===== config.mk =====
export PLATFORM = sky130hd
export DESIGN_NAME = uop_steer
export DESIGN_NICKNAME = d
export VERILOG_FILES = /design/src/rtl/uop_pkg.sv /design/src/rtl/slot_pick.sv /design/src/rtl/fp_lane.sv /design/src/rtl/ucode_stub.sv /design/src/rtl/uop_steer.sv
export SDC_FILE = /design/constraint.sdc
export NUM_CORES = 1
export LEC_CHECK = 0
export ABC_AREA = 1
export BUFFER_PORTS_ARGS = -buffer_cell sky130_fd_sc_hd__buf_2
export CORE_MARGIN = 10
export CORE_UTILIZATION = 44
export CTS_CLUSTER_SIZE = 16
export DETAILED_ROUTE_END_ITERATION = 8
export HOLD_SLACK_MARGIN = 0.05
export PLACE_DENSITY = 0.83
export SYNTH_ARGS = -nofsm -noshare
export SYNTH_HDL_FRONTEND = slang
export SYNTH_SLANG_ARGS = --single-unit

===== constraint.sdc =====
create_clock -name clk -period 4.25 [get_ports clk]
set_input_delay 0.85 -clock clk [delete_from_list [all_inputs] [get_ports clk]]
set_output_delay 0.85 -clock clk [all_outputs]
set_load 0.005 [all_outputs]

===== src/rtl/uop_pkg.sv =====
package uop_pkg;

  // predecode code that requests the microcode path
  localparam logic [1:0] PDEC_UCODE = 2'd0;

  // operand size codes carried by every micro-op
  typedef enum logic [2:0] {
    SZ_1B     = 3'd0,
    SZ_2B     = 3'd1,
    SZ_4B     = 3'd2,
    SZ_F8_LO  = 3'd3,
    SZ_F8_HI  = 3'd4,
    SZ_F10_LO = 3'd5,
    SZ_F10_HI = 3'd6
  } opsize_e;

endpackage


===== src/rtl/slot_pick.sv =====
// Finds the first valid slot at or above a start index, and whether another
// valid slot follows it.
module slot_pick #(
  parameter int SLOTS  = 4,
  parameter int SLOT_W = 2
) (
  input  logic [SLOTS-1:0]  vld,
  input  logic [SLOT_W-1:0] from,
  output logic              found,
  output logic [SLOT_W-1:0] idx,
  output logic              more
);

  always_comb begin
    found = 1'b0;
    idx   = '0;
    more  = 1'b0;
    for (int i = 0; i < SLOTS; i++) begin
      if (vld[i] && (i >= int'(from))) begin
        if (!found) begin
          found = 1'b1;
          idx   = SLOT_W'(i);
        end else begin
          more = 1'b1;
        end
      end
    end
  end

endmodule


===== src/rtl/fp_lane.sv =====
// One fastpath converter lane: route decision and formatting of micro-op
// number 'step' of its instruction.
module fp_lane
  import uop_pkg::*;
#(
  parameter int OP_W  = 8,
  parameter int REG_W = 4
) (
  input  logic [1:0]       pdec,
  input  logic             serial,
  input  logic [OP_W-1:0]  op,
  input  logic [REG_W-1:0] src1,
  input  logic [REG_W-1:0] dst,
  input  logic [1:0]       step,
  output logic             to_ucode,
  output logic [1:0]       len,
  output logic [OP_W-1:0]  uop_op,
  output logic [REG_W-1:0] uop_src1
);

  assign to_ucode = serial | (pdec == PDEC_UCODE);
  assign len      = pdec;
  assign uop_op   = op + OP_W'(step);
  // later micro-ops consume the partial result of the previous one
  assign uop_src1 = (step == 2'd0) ? src1 : dst;

endmodule


===== src/rtl/ucode_stub.sv =====
// Counter-driven stand-in for the microcode sequencer.
module ucode_stub #(
  parameter int OP_W   = 8,
  parameter int UC_LEN = 5
) (
  input  logic            clk,
  input  logic            rst_n,
  input  logic            adv,
  input  logic [OP_W-1:0] entry,
  output logic [OP_W-1:0] uop_op,
  output logic            done
);

  localparam int CW = $clog2(UC_LEN);

  logic [CW-1:0] cnt_q, cnt_d;

  assign done   = (cnt_q == CW'(UC_LEN - 1));
  assign uop_op = entry + OP_W'(cnt_q);

  always_comb begin
    cnt_d = cnt_q;
    if (done) cnt_d = '0;
    else      cnt_d = cnt_q + CW'(1);
  end

  always_ff @(posedge clk or negedge rst_n) begin
    if (!rst_n)   cnt_q <= '0;
    else if (adv) cnt_q <= cnt_d;
  end

endmodule


===== src/rtl/uop_steer.sv =====
module uop_steer
  import uop_pkg::*;
#(
  parameter int SLOTS  = 4,
  parameter int OP_W   = 8,
  parameter int REG_W  = 4,
  parameter int UC_LEN = 5
) (
  input  logic                   clk,
  input  logic                   rst_n,
  input  logic                   in_valid,
  output logic                   in_ready,
  input  logic [SLOTS-1:0]       in_slot_vld,
  input  logic [2*SLOTS-1:0]     in_pdec,
  input  logic [SLOTS-1:0]       in_serial,
  input  logic [OP_W*SLOTS-1:0]  in_op,
  input  logic [REG_W*SLOTS-1:0] in_src1,
  input  logic [REG_W*SLOTS-1:0] in_src2,
  input  logic [REG_W*SLOTS-1:0] in_dst,
  input  logic [3*SLOTS-1:0]     in_size,
  input  logic [OP_W*SLOTS-1:0]  in_entry,
  output logic                   out_valid,
  input  logic                   out_ready,
  output logic [OP_W-1:0]        out_op,
  output logic [REG_W-1:0]       out_src1,
  output logic [REG_W-1:0]       out_src2,
  output logic [REG_W-1:0]       out_dst,
  output logic [2:0]             out_size,
  output logic                   out_ucode,
  output logic                   out_last
);

  localparam int SLOT_W = (SLOTS > 1) ? $clog2(SLOTS) : 1;

  // reset: asserted asynchronously, released on a clock edge
  logic [1:0] rst_pipe;
  logic       rst_s_n;
  always_ff @(posedge clk or negedge rst_n) begin
    if (!rst_n) rst_pipe <= 2'b00;
    else        rst_pipe <= {rst_pipe[0], 1'b1};
  end
  assign rst_s_n = rst_pipe[1];

  // state: slot being served and fastpath micro-op index
  logic [SLOT_W-1:0] cur_q, cur_d;
  logic [1:0]        fcnt_q, fcnt_d;
  logic              st_en;

  logic              found, more;
  logic [SLOT_W-1:0] idx;

  slot_pick #(.SLOTS(SLOTS), .SLOT_W(SLOT_W)) i_pick (
    .vld   (in_slot_vld),
    .from  (cur_q),
    .found (found),
    .idx   (idx),
    .more  (more)
  );

  logic [SLOTS-1:0] lane_uc;
  logic [1:0]       lane_len  [SLOTS];
  logic [OP_W-1:0]  lane_op   [SLOTS];
  logic [REG_W-1:0] lane_src1 [SLOTS];

  for (genvar s = 0; s < SLOTS; s++) begin : g_lane
    fp_lane #(.OP_W(OP_W), .REG_W(REG_W)) i_lane (
      .pdec     (in_pdec[2*s +: 2]),
      .serial   (in_serial[s]),
      .op       (in_op[OP_W*s +: OP_W]),
      .src1     (in_src1[REG_W*s +: REG_W]),
      .dst      (in_dst[REG_W*s +: REG_W]),
      .step     (fcnt_q),
      .to_ucode (lane_uc[s]),
      .len      (lane_len[s]),
      .uop_op   (lane_op[s]),
      .uop_src1 (lane_src1[s])
    );
  end

  logic            is_uc, uc_adv, uc_done, last, fire;
  logic [OP_W-1:0] uc_op;
  opsize_e         sel_size;

  ucode_stub #(.OP_W(OP_W), .UC_LEN(UC_LEN)) i_ucode (
    .clk    (clk),
    .rst_n  (rst_s_n),
    .adv    (uc_adv),
    .entry  (in_entry[OP_W*idx +: OP_W]),
    .uop_op (uc_op),
    .done   (uc_done)
  );

  assign is_uc    = lane_uc[idx];
  assign last     = is_uc ? uc_done : (fcnt_q == (lane_len[idx] - 2'd1));
  assign out_valid = in_valid & found;
  assign fire     = out_valid & out_ready;
  assign uc_adv   = fire & is_uc;
  assign in_ready = in_valid & (~found | (fire & last & ~more));

  assign sel_size  = opsize_e'(in_size[3*idx +: 3]);
  assign out_op    = is_uc ? uc_op : lane_op[idx];
  assign out_src1  = is_uc ? in_src1[REG_W*idx +: REG_W] : lane_src1[idx];
  assign out_src2  = in_src2[REG_W*idx +: REG_W];
  assign out_dst   = in_dst[REG_W*idx +: REG_W];
  assign out_size  = sel_size;
  assign out_ucode = is_uc;
  assign out_last  = last;

  // next state
  assign st_en = in_valid & (~found | fire);
  always_comb begin
    cur_d  = cur_q;
    fcnt_d = fcnt_q;
    if (!found) begin
      cur_d  = '0;
      fcnt_d = '0;
    end else if (last) begin
      fcnt_d = '0;
      cur_d  = more ? (idx + SLOT_W'(1)) : '0;
    end else if (!is_uc) begin
      fcnt_d = fcnt_q + 2'd1;
    end
  end

  always_ff @(posedge clk or negedge rst_s_n) begin
    if (!rst_s_n) begin
      cur_q  <= '0;
      fcnt_q <= '0;
    end else if (st_en) begin
      cur_q  <= cur_d;
      fcnt_q <= fcnt_d;
    end
  end

endmodule


==> flow_metrics.tcl <==
set metrics [dict create \
    status "completed" \
    finalWorstPathRequiredPeriod_ps 4000 \
    die_h_um 97.1 \
    rows 28 \
    grt_usage_pct 21.4 \
    crit_end "out_op[6]" \
    synth_edf_count 0 \
    seq_area_frac_synth_pct 8.61 \
    totalWireLength_mm 10.9 \
    clkSinkCount 9 \
    vias_per_cell 5.36 \
    final_cell_mix "170 x buf_2, 133 x nand2_1, 38 x nor2_1" \
    hold_path.class "reg -> async" \
    clkLatencyLatePin_ps 230 \
    cp-end-kind "output pin" \
    critPathBufInv 5 \
    core_um2 5850 \
    async_flop_share_pct 100 \
    ys_ff_latch 9 \
    area.growth.synth_to_final_pct 38.6 \
    fin_tns_setup_ps 0 \
    crit_family "simple AND/OR/NAND/NOR gates" \
    yosys.area.top_type_share_pct 19.1 \
    synth_warnings 0 \
    syn-cell-area_um2 2620 \
    p_leak_nw 2.02 \
    crit_chain "buf_2, inv_1, nor2_1, inv_2, nand2_4, nand2_4, nand2_4, inv_2, nand2_1, nand4_1, ha_1, fa_1, a21oi_1, nor2_1, nand2_1, nor3_1, nand3b_1, nand2_1, buf_2" \
    fillers 583 \
    grt_antenna_before_repair 0 \
    start_util_pct 44.7 \
    htree_levels 1 \
    drcViolationCount 0 \
    grt-ovfl-total 0 \
    cts_tree "yes" \
    layout_commonest_cell "buf_2" \
    synth.avg_cell_area_um2 5.96 \
    critPathSlowestCell "fa_1" \
    worstRegToRegCells 15 \
    ys.flop_type "dfrtp_1" \
    first_pass_iters 5 \
    crit_fanout 8 \
    io_pins 171 \
    critPathKind "in -> out" \
    critPathLaunch "in_slot_vld[1]" \
    rrSetupSlack_ps 1790 \
    diodes 0 \
    placed_area_um2 3570 \
    synth_top_area_cell "nand2_1" \
    crit-reg2reg-capture "fcnt_q[0]" \
    arrival_ps 3150 \
    wl_per_cell_um 15.9 \
    design_area_um2 3620 \
    syn-num-nets 603 \
    synth_area_leaders "nand2_1 19%, dfrtp_1 8.6%, ha_1 7.2%" \
    finalHoldViolCount 0 \
    num_vias 3678 \
    max_freq_mhz 250 \
    maxCapViolations 0 \
    period_share_pct 94.1 \
    cts-root-buf "clkbuf_8" \
    setup_viol 0 \
    grt_setup_unrepaired "no" \
    synth_cell_types 50 \
    drtIter0Drc 181 \
    fp.dieArea_um2 9430 \
    cts_max_path_buffers 2 \
    slew_viol_final 0 \
    max_stage_delay_ps 420 \
    post-cts-setup-buffers 0 \
    clkTransAtPathRegs_ps 50 \
    fin_skew_ps 5.10 \
    power_density_nw_per_um2 497 \
    cts_buffers 3 \
    cp-start-kind "primary input" \
    grt_pass1_wl_mm 17.4 \
    cp.required_ps 3400 \
    rr_startpoint "cur_q[1]" \
    grt_max_degree 22 \
    drive_above_1_share_pct 36.2 \
    synth_cells 439 \
    ant_nets 0 \
    nNetsFinal 776 \
    place_congestion 0.902 \
    peakVddDrop_mv 0.309 \
    grt_pass1_vias 3640 \
    cp.depth 19 \
    hpwl_mm 9.42 \
    die_width_um 97.1 \
    io_buffers 170 \
]
registers in the layout, summed over array words and instances (netlist names):
signal,flops
cur_q,2
i_ucode.cnt_q,3
fcnt_q,2
rst_pipe,2
cells by family after synthesis:
logic type | count (synthesis) | share of synthesized area [%]
and+or+nand+nor | 259 | 46.4
AOI/OAI and AO/OA | 69 | 16.3
buffers and inverters | 56 | 8.80
adders and majority gates | 20 | 11.0
xor gates and xnor gates | 17 | 5.69
DFF | 9 | 8.61
muxes | 8 | 3.06
other | 1 | 0.143
cells in the mapped netlist, types with 3 or more instances:
master and number:
nand2_4 7, dfrtp_1 9, o21ai_0 21, nor3_1 6
o22ai_1 6, inv_2 6, a31oi_1 6, nand3_2 3
xnor2_1 7, nor2_1 38, inv_1 35, buf_2 4
nand2_2 6, ha_1 15, fa_1 5, or2_2 4
nor2_2 3, clkbuf_1 4, nand4_1 12, nand2_1 133
a22o_1 4, nand3_1 36, nand3b_1 4, mux2i_1 8
xor2_1 10, a22oi_1 3, a21oi_1 17
worst min path at each step:
stage / start / endpoint / slack (ps) / depth (start not counted)
final: rst_pipe[1] / i_ucode.cnt_q[1] / 120 / 0
after global routing: rst_pipe[1] / i_ucode.cnt_q[0] / 160 / 0
after CTS: rst_pipe[1] / i_ucode.cnt_q[1] / 130 / 0
after floorplan: rst_pipe[1] / cur_q[0] / 80 / 0
after global placement: rst_pipe[1] / cur_q[1] / 120 / 0
after detailed placement: rst_pipe[1] / cur_q[0] / 130 / 0
per-stage QoR:
| stage | std cells | setup WS (ps) | utilization, % | hold WS, ps | power (W) |
|---|---|---|---|---|---|
| after global routing | 686 | 12.6 | 62.0 | 158 | 0.00198 |
| after CTS | 686 | 220 | 61.8 | 131 | 0.00178 |
| after floorplan | 439 | 474 | - | 81.5 | 0.00114 |
| after detailed placement | 682 | 231 | 61.0 | 131 | 0.00167 |
| after global placement | 682 | 310 | 61.0 | 121 | 0.00164 |
| final | 686 | 249 | 62.0 | 117 | 0.00180 |
area by class of cell:
| cell class | count | area [µm²] | share of cell area, % |
|---|---|---|---|
| flip-flops and latches | 9 | 225 | 6.21 |
| well taps | 75 | 93.8 | 2.59 |
| inverters | 45 | 176 | 4.87 |
| clock buffers | 4 | 45.0 | 1.24 |
| repair buffers | 179 | 918 | 25.3 |
| multi-input cells | 374 | 2170 | 59.8 |
per-layer routing:
| layer | track usage, % | vias to the layer above | share of wire, % |
|---|---|---|---|
| met2 | 37.1 | 200 | 48 |
| met5 | 0 | - | 0 |
| met1 | 25.6 | 1647 | 41 |
| met3 | 6.05 | 16 | 9.5 |
| li1 | - | 1815 | - |
| met4 | 3.86 | 0 | 1.4 |
where the power goes:
part / internal [W] / switching [W] / total [W]
combinational: 0.000609 / 0.000926 / 0.00153
sequential: 0.000118 / 0.0000509 / 0.000169
clock: 0.0000654 / 0.0000344 / 0.0000999
what timing repair did:
| action | CTS | global route |
|---|---|---|
| gates resized for setup | 0 | 2 |
| hold buffers | 0 | 0 |
| endpoints found under the setup margin | 0 | 3 |
(Power assumes the default switching activity.)
